===== src/rtl/hsi_pkg.sv =====
package hsi_pkg;

    localparam int BYTE_W = 8;

    typedef logic [BYTE_W-1:0] byte_t;

    typedef enum logic [1:0] {
        RA_CTRL = 2'd0,
        RA_STAT = 2'd1,
        RA_DATA = 2'd2,
        RA_NONE = 2'd3
    } reg_addr_e;

    typedef struct packed {
        logic       en;
        logic       busy_ie;
        logic       err_ie;
        logic [2:0] ws;
    } ctrl_t;

    typedef struct packed {
        logic busy;
        logic err;
        logic ready;
    } flags_t;

    function automatic byte_t ctrl_byte(ctrl_t c);
        return {c, 2'b00};
    endfunction

    function automatic byte_t stat_byte(logic empty, flags_t f);
        return {empty, f.busy, f.err, f.ready, 4'b0000};
    endfunction

    function automatic byte_t host_stat_byte(logic ready, logic empty);
        return {ready, empty, 6'b000000};
    endfunction

    function automatic logic [2:0] eff_wait(logic [2:0] ws);
        return (ws == 3'd0) ? 3'd1 : ws;
    endfunction

endpackage


===== src/rtl/hsi_sync.sv =====
module hsi_sync #(
    parameter int          W       = 4,
    parameter int          STAGES  = 2,
    parameter logic [W-1:0] RST_VAL = '0
) (
    input  logic         clk,
    input  logic         rst,
    input  logic [W-1:0] d,
    output logic [W-1:0] q
);
    logic [W-1:0] stg [STAGES];

    genvar s;
    generate
        for (s = 0; s < STAGES; s++) begin : g_stage
            if (s == 0) begin : g_first
                always_ff @(posedge clk) begin
                    if (rst) stg[s] <= RST_VAL;
                    else     stg[s] <= d;
                end
            end else begin : g_next
                always_ff @(posedge clk) begin
                    if (rst) stg[s] <= RST_VAL;
                    else     stg[s] <= stg[s-1];
                end
            end
        end
    endgenerate

    assign q = stg[STAGES-1];
endmodule


===== src/rtl/hsi_byte_fifo.sv =====
module hsi_byte_fifo #(
    parameter int DEPTH = 4,
    parameter int W     = 8
) (
    input  logic                       clk,
    input  logic                       rst,
    input  logic                       push,
    input  logic                       pop,
    input  logic [W-1:0]               wdata,
    output logic [W-1:0]               rdata,
    output logic                       empty,
    output logic                       full,
    output logic [$clog2(DEPTH+1)-1:0] level
);
    localparam int AW = (DEPTH > 1) ? $clog2(DEPTH) : 1;
    localparam int LW = $clog2(DEPTH+1);

    logic [W-1:0]  mem [DEPTH];
    logic [AW-1:0] wp, rp;
    logic [LW-1:0] cnt;

    function automatic logic [AW-1:0] step(logic [AW-1:0] p);
        return (p == AW'(DEPTH-1)) ? '0 : p + 1'b1;
    endfunction

    always_ff @(posedge clk) begin
        if (push) mem[wp] <= wdata;
    end

    always_ff @(posedge clk) begin
        if (rst) begin
            wp  <= '0;
            rp  <= '0;
            cnt <= '0;
        end else begin
            if (push) wp <= step(wp);
            if (pop)  rp <= step(rp);
            cnt <= cnt + LW'(push) - LW'(pop);
        end
    end

    assign rdata = mem[rp];
    assign empty = (cnt == '0);
    assign full  = (cnt == LW'(DEPTH));
    assign level = cnt;

    assert_no_overflow_R4: assert property (@(posedge clk) disable iff (rst)
        push |-> !full);
    assert_no_underflow_R4: assert property (@(posedge clk) disable iff (rst)
        pop |-> !empty);
    assert_level_bound_R4: assert property (@(posedge clk) disable iff (rst)
        cnt <= LW'(DEPTH));
endmodule


===== src/rtl/hsi_host_port.sv =====
module hsi_host_port
    import hsi_pkg::*;
#(
    parameter int FIFO_DEPTH  = 4,
    parameter int SYNC_STAGES = 2
) (
    input  logic       clk,
    input  logic       rst,
    input  logic       host_cs_n,
    input  logic       host_rd_n,
    input  logic       host_wr_n,
    input  logic       host_a0,
    input  logic [7:0] host_din,
    output logic [7:0] host_dout,
    output logic       host_dout_oe,
    input  logic [1:0] reg_addr,
    input  logic       reg_wr,
    input  logic       reg_rd,
    input  logic [7:0] reg_wdata,
    output logic [7:0] reg_rdata,
    output logic       irq_busy,
    output logic       irq_err
);
    localparam int LW = $clog2(FIFO_DEPTH+1);

    // synchronised host controls: {a0, wr_n, rd_n, cs_n}
    logic [3:0] hs;
    hsi_sync #(.W(4), .STAGES(SYNC_STAGES), .RST_VAL(4'b0111)) sync_i (
        .clk(clk), .rst(rst),
        .d({host_a0, host_wr_n, host_rd_n, host_cs_n}),
        .q(hs)
    );

    ctrl_t  ctrl_q;
    flags_t flags_q, flags_d;
    byte_t  tx_q;

    logic en, a0_s, wr_act, rd_act, wr_prev, rd_prev;
    logic wr_start, rd_start, rd_end;
    logic [2:0] wait_cnt;
    logic wr_a0_q, rd_a0_q;
    logic sample_evt, push, pop, ovr_evt, udr_evt, rd_done;
    logic f_empty, f_full;
    byte_t f_rdata;
    logic [LW-1:0] f_level;
    logic ctrl_we, sta_we, dat_we;
    reg_addr_e ra;

    assign en     = ctrl_q.en;
    assign a0_s   = hs[3];
    assign wr_act = en && !hs[0] && !hs[2];
    assign rd_act = en && !hs[0] && !hs[1];

    assign wr_start = wr_act && !wr_prev;
    assign rd_start = rd_act && !rd_prev;
    assign rd_end   = en && rd_prev && !rd_act;

    // strobe edge tracking and write sample timer
    always_ff @(posedge clk) begin
        if (rst) begin
            wr_prev  <= 1'b0;
            rd_prev  <= 1'b0;
            wait_cnt <= '0;
            wr_a0_q  <= 1'b0;
            rd_a0_q  <= 1'b0;
        end else begin
            wr_prev <= wr_act;
            rd_prev <= rd_act;
            if (rd_start) rd_a0_q <= a0_s;
            if (!en) begin
                wait_cnt <= '0;
            end else if (wr_start) begin
                wait_cnt <= eff_wait(ctrl_q.ws);
                wr_a0_q  <= a0_s;
            end else if (wait_cnt != '0) begin
                wait_cnt <= wait_cnt - 1'b1;
            end
        end
    end

    assign sample_evt = en && (wait_cnt == 3'd1);
    assign push       = sample_evt && wr_a0_q && !f_full;
    assign ovr_evt    = sample_evt && wr_a0_q && f_full;
    assign udr_evt    = rd_start && a0_s && !flags_q.ready;
    assign rd_done    = rd_end && rd_a0_q;

    assign ra      = reg_addr_e'(reg_addr);
    assign ctrl_we = reg_wr && (ra == RA_CTRL);
    assign sta_we  = reg_wr && (ra == RA_STAT);
    assign dat_we  = reg_wr && (ra == RA_DATA);
    assign pop     = reg_rd && (ra == RA_DATA) && !f_empty;

    hsi_byte_fifo #(.DEPTH(FIFO_DEPTH), .W(BYTE_W)) fifo_i (
        .clk(clk), .rst(rst),
        .push(push), .pop(pop), .wdata(host_din),
        .rdata(f_rdata), .empty(f_empty), .full(f_full), .level(f_level)
    );

    // flag update: hardware sets take priority over a software write
    always_comb begin
        flags_d = flags_q;
        if (sta_we) begin
            flags_d.busy = reg_wdata[6];
            flags_d.err  = reg_wdata[5];
        end
        if (rd_done)              flags_d.ready = 1'b0;
        if (dat_we)               flags_d.ready = 1'b1;
        if (push && f_empty)      flags_d.busy  = 1'b1;
        if (ovr_evt || udr_evt)   flags_d.err   = 1'b1;
    end

    always_ff @(posedge clk) begin
        if (rst) begin
            ctrl_q  <= '0;
            flags_q <= '0;
            tx_q    <= '0;
        end else begin
            flags_q <= flags_d;
            if (ctrl_we) ctrl_q <= ctrl_t'(reg_wdata[7:2]);
            if (dat_we)  tx_q   <= reg_wdata;
        end
    end

    always_comb begin
        case (ra)
            RA_CTRL: reg_rdata = ctrl_byte(ctrl_q);
            RA_STAT: reg_rdata = stat_byte(f_empty, flags_q);
            RA_DATA: reg_rdata = f_empty ? 8'h00 : f_rdata;
            default: reg_rdata = 8'h00;
        endcase
    end

    assign host_dout    = host_a0 ? tx_q : host_stat_byte(flags_q.ready, f_empty);
    assign host_dout_oe = en && !host_cs_n && !host_rd_n;
    assign irq_busy     = flags_q.busy && ctrl_q.busy_ie;
    assign irq_err      = flags_q.err && ctrl_q.err_ie;

    assert_err_cause_R7: assert property (@(posedge clk) disable iff (rst)
        $rose(flags_q.err) |-> $past(ovr_evt || udr_evt || (sta_we && reg_wdata[5])));
    assert_busy_cause_R6: assert property (@(posedge clk) disable iff (rst)
        $rose(flags_q.busy) |-> $past((push && f_empty) || (sta_we && reg_wdata[6])));
    assert_ready_clear_R8: assert property (@(posedge clk) disable iff (rst)
        $fell(flags_q.ready) |-> $past(rd_end && rd_a0_q));
    assert_disabled_idle_R2: assert property (@(posedge clk) disable iff (rst)
        (!en && !pop) |=> $stable(f_level));
    assert_status_side_R9: assert property (@(posedge clk) disable iff (rst)
        (sample_evt && !wr_a0_q && !pop) |=> $stable(f_level));
endmodule


===== config.mk =====
export PLATFORM = sky130hd
export DESIGN_NAME = hsi_host_port
export DESIGN_NICKNAME = d
export VERILOG_FILES = /design/src/rtl/hsi_pkg.sv /design/src/rtl/hsi_sync.sv /design/src/rtl/hsi_byte_fifo.sv /design/src/rtl/hsi_host_port.sv
export SDC_FILE = /design/constraint.sdc
export NUM_CORES = 1
export LEC_CHECK = 0
export BUFFER_PORTS_ARGS = -buffer_cell sky130_fd_sc_hd__buf_2
export CAP_MARGIN = 20
export CORE_ASPECT_RATIO = 0.8
export CORE_MARGIN = 2
export CORE_UTILIZATION = 60
export CTS_CLUSTER_DIAMETER = 120
export DETAILED_ROUTE_END_ITERATION = 8
export PLACE_DENSITY = 0.81
export SLEW_MARGIN = 20
export SYNTH_ARGS = -nofsm -noshare
export SYNTH_HDL_FRONTEND = slang
export SYNTH_SLANG_ARGS = --single-unit

===== constraint.sdc =====
create_clock -name clk -period 4.9 [get_ports clk]
set_input_delay 0.98 -clock clk [delete_from_list [all_inputs] [get_ports clk]]
set_output_delay 0.98 -clock clk [all_outputs]
set_load 0.05 [all_outputs]

After elaboration in Yosys (flattened, before gate mapping). Memories as Yosys holds them, arrays and structs flattened. A register that Yosys moved wholly into a read port is not among the register bits. Index checks and enable logic that the tools add are counted.

Bits in writable memories: 40. Bits in registers: 31. Output and inout port bits: 19. Memories kept: 2. Word-level logic and storage cells: 100.

Memory list: fifo_i.mem (words 4, bits a word 8, read ports 1, clocked after memory_dff 1, write ports 1, line hsi_byte_fifo.sv:18) `logic [W-1:0] mem [DEPTH];`; sync_i.stg (words 2, bits a word 4, read ports 2, clocked after memory_dff 0, write ports 2, line hsi_sync.sv:11) `logic [W-1:0] stg [STAGES];`.

Bitwise logic cells: 3. Reductions and logical operators: 46. Equal/unequal tests: 6. Add/sub/neg operators: 5. Multiplexer cells: 22.

Operators by type and width (count): 1-bit logical AND (24); 8-bit case mux with 3 select lines (1); 8-bit two-way mux (2); 1-bit logical NOT (11); 2-bit two-way mux (5); 1-bit two-way mux (9); 3-bit two-way mux (3); 4-bit two-way mux (2); 2-bit nonzero test (4); 2-bit == test (second input constant) (3); 3-bit logical NOT (2); 2-bit by 1-bit adder with 2-bit output (second input constant) (2); 3-bit by 1-bit adder with 3-bit output (1); 3-bit by 1-bit == test with 1-bit output (second input constant) (1); 3-bit == test (second input constant) (1); 3-bit nonzero test (1); 3-bit by 1-bit subtractor with 3-bit output (1); 3-bit by 1-bit subtractor with 3-bit output (second input constant) (1); 2-bit by 1-bit == test with 1-bit output (second input constant) (1); 2-bit logical NOT (1); 1-bit bitwise OR (2); 2-bit AND reduction (1); 2-bit OR reduction (1); 1-bit logical OR (1); 1-bit NOT (1).

Logic depth before layout (Yosys ltp).
Word-level depth: 8. Depth in mapped cells: 13. Depth with buffers taken out: 13.

By module. Synthesis repeated with hierarchy kept, for this count alone.

Cell total of the unflattened synthesis: 240. Area, all modules: 3080.5 um^2.

By module, submodules not included: hsi_byte_fifo (area each 1611.5 um^2, cells an instance 85, seq. area each 1141.1 um^2, times used 1); hsi_host_port (area each 1258.7 um^2, cells an instance 139, seq. area each 480.5 um^2, times used 1); hsi_sync (area each 210.2 um^2, cells an instance 16, seq. area each 160.2 um^2, times used 1).

Least setup slack after synthesis. Ideal clock, no wire load.

Path type: input-to-output. Start: input port reg_addr[1]. End: output port reg_rdata[7]. Arrival time: 2496 ps. Buffers on the path: 1. Setup slack: 1424 ps. Required time: 3920 ps. Stages: 3. Path through: clkbuf_1 > a31oi_1 > o21ai_0.

Word-level cells in the longest chain between the ends: 2. Elaborated cells between the ends (all ways): 4. Classes of those cells: eq/ne: 2; mux: 1; reduce/logical: 1.

RTL lines: start: declaration (line hsi_host_port.sv:16) `input logic [1:0] reg_addr,`; 2-bit == test, or another cell as far along (line hsi_host_port.sv:125) `case (ra)`; 8-bit case mux with 3 select lines (*) (line hsi_host_port.sv:125); end: declaration (line hsi_host_port.sv:20) `output logic [7:0] reg_rdata,`.

Mark *: on every way between the ends. The rest lies on a longest branch, timed or not.

Worst setup path in the final report.
Start: input port reg_addr[0]. End: output port reg_rdata[1].

The elaborated chain is that of the path after synthesis.

==> impl_metrics.env <==
export IMPL_outcome="complete, no violations"
export IMPL_fin_total_pwr_uw=1130
export IMPL_grt_overflow_total=0
export IMPL_cts_hold_buffers=0
export IMPL_min_delay_path_class="flop to flop"
export IMPL_synth_cells=251
export IMPL_ys_seq_area_frac=0.577
export IMPL_via_count=1991
export IMPL_yosysWarnings=0
export IMPL_synth_main_ff_cell="dfxtp_1"
export IMPL_drive_gt1_frac=0.247
export IMPL_grt_pass1_wl_microns=9110
export IMPL_stdcell_count=362
export IMPL_max_slew_margin_rel=0.545
export IMPL_postSynthAreaPerCell_sq_um=12.3
export IMPL_critPathKind="primary input to output port"
export IMPL_routed_wl_microns=5690
export IMPL_drt_pass1_iter_count=5
export IMPL_grtUsageTotal=0.215
export IMPL_setup_slack_ps=1800
export IMPL_skew_ps=7.51
export IMPL_drc=0
export IMPL_grt_pass1_vias=1888
export IMPL_worst_ir_drop_vdd_v=0.000227
export IMPL_cts_tree="built"
export IMPL_regToRegStartpoint="fifo_i.level[2]"
export IMPL_cts_resized=0
export IMPL_clock_root_buffer="clkbuf_8"
export IMPL_fillers=368
export IMPL_crit_start="reg_addr[0]"
export IMPL_netlist_area_leader_share=0.311
export IMPL_rsz0062_at_grt="no"
export IMPL_viasPerCell=5.50
export IMPL_core_sq_mm=0.00498
export IMPL_ys_async_sr_fraction=0
export IMPL_dieArea_sq_mm=0.00574
export IMPL_max_freq_mhz=323
export IMPL_synth_seq_cells=73
export IMPL_cts_made_buffers=9
export IMPL_gp_congestion=0.834
export IMPL_start_kind="primary input"
export IMPL_place_hpwl_microns=4110
export IMPL_io_pin_count=45
export IMPL_antenna_found_initial=0
export IMPL_clk_pin_slew_ps=70
export IMPL_synthDistinctLibCells=40
export IMPL_period_share=0.632
export IMPL_maxCapViolCount=0
export IMPL_cp_arrival_ps=2120
export IMPL_io_buffers=44
export IMPL_fin_crit_ps=3100
export IMPL_clock_sinks=73
export IMPL_netlist_top_cells_area="edfxtp_1 31%, dfxtp_1 27%, mux2i_1 6.2%"
export IMPL_start_util=0.621
export IMPL_area_growth_pct=14.0
export IMPL_pre_cts_ws_ps=1800
export IMPL_hold_viol_final=0
export IMPL_ant_nets=0
export IMPL_avgRoutedWirePerCell_microns=15.7
export IMPL_finalCoreUtilization=0.707
export IMPL_p_per_area_mw_per_mm2=320
export IMPL_core_rowCount=23
export IMPL_die_x_microns=84.2
export IMPL_hp_start="sync_i.stg[0][0]"
export IMPL_antennaDiodeCount=0
export IMPL_final_nets=332
export IMPL_htree_levels=3
export IMPL_synth_largest_area_cell="edfxtp_1"
export IMPL_endpoint_kind="output port"
export IMPL_clock_path_buffers=2
export IMPL_place_inst=346
export IMPL_clkLatencyLatePin_ps=340
export IMPL_setup_viol=0
export IMPL_total_leakage_power_uw=0.00141
export IMPL_tightest_slew_ps=681
export IMPL_postCtsSetupBuffers=0
export IMPL_synth_edff_count=32
export IMPL_first_iter_violations=161
export IMPL_required_ps=3920
export IMPL_synth_nets=288
export IMPL_slew_viol_final=0
export IMPL_syn_area_sq_mm=0.00309
export IMPL_die_h_microns=68.2
export IMPL_fin_tns_setup_ps=0
export IMPL_cp_max_fo=11
export IMPL_grt_max_degree=40
[power by group]
group / internal, uW / switching [uW] / total [uW]
clock network: 227 / 195 / 422
registers: 642 / 5.47 / 648
logic: 21.5 / 38.1 / 59.5
[state kept, by name, summed over array words and instances (netlist names), named ones only]
| name | count |
|---|---|
| fifo_i.mem | 32 |
| sync_i.stg | 8 |
| tx_q | 8 |
| ctrl_q | 5 |
| fifo_i.level | 3 |
| flags_q | 3 |
| wait_cnt | 3 |
| fifo_i.rp | 2 |
| fifo_i.wp | 2 |
| en | 1 |
| rd_a0_q | 1 |
| rd_prev | 1 |
| wr_a0_q | 1 |
| wr_prev | 1 |
[placed cells by master, fill, tap and decap left out, types with 7 or more instances in the layout]
master,n
o21ai_0,8
dfxtp_1,41
nor2_1,23
buf_2,44
ha_1,10
mux2i_1,19
nor2b_1,7
edfxtp_1,32
clkbuf_8,12
nor3_1,7
and2_1,15
mux4_2,8
nand2_1,8
inv_1,10
a21oi_1,9
[path summary, 6_finish.rpt]
kind | endpoint | slack [ps] | cells past startpoint
max | reg_rdata[1] | 1800 | 5
min | sync_i.stg[1][0] | 410 | 1
min reg2reg | sync_i.stg[1][0] | 410 | 1
max reg2reg | fifo_i.level[2] | 2250 | 11
[layer usage]
metal	wire [microns]	vias up	share of wire	GRT usage
met5	0	-	0	0
met4	69	0	0.012	0.0827
met3	299	6	0.053	0.0736
met2	2770	46	0.49	0.343
met1	2550	954	0.45	0.275
li1	-	985	-	-
[logic make-up (layout without fill, tap and decap cells)]
logic type      Yosys count  after routing  synth area share
compound gates           26             26            0.0502
fa+ha+maj                11             11            0.0470
simple gates             90             90             0.170
buf+inv                  21             70            0.0271
xor+xnor                  2              2           0.00567
mux                      28             28             0.123
flops                    73             73             0.577
[critical path: stages]
cell and delay, ps:
buf_2 170, nand2b_1 240, nor2_1 300, and2_1 180, buf_2 250
[cell type report]
type	count	area (sq um)	area share
clock buffer	16	180	0.0512
inverter	10	37.5	0.0107
multi-input combinational	157	1220	0.348
sequential	73	1780	0.506
tap	62	77.6	0.0220
timing repair buffer	44	220	0.0625
[cells in the mapped netlist, types with 2 or more instances]
master,number
nor3b_1,6
o21ai_0,8
nand3b_1,3
a32oi_1,2
a211oi_1,2
or2b_1,2
nor2b_1,7
mux2i_1,19
a21o_1,2
clkbuf_1,7
inv_1,10
and2_1,15
dfxtp_1,41
nand2b_1,3
ha_1,10
or2_2,6
a21oi_1,9
nor3_1,7
edfxtp_1,32
buf_2,4
nor2_1,23
nand2_1,8
mux4_2,8
[metrics by stage]
stage / cell area (sq um) / hold WS, ps
after global routing: 3520 / 423
after detailed placement: 3340 / 397
after global placement: 3340 / 391
after floorplan: 3090 / 389
final: 3520 / 406
after CTS: 3520 / 410
(Power assumes the default switching activity.)
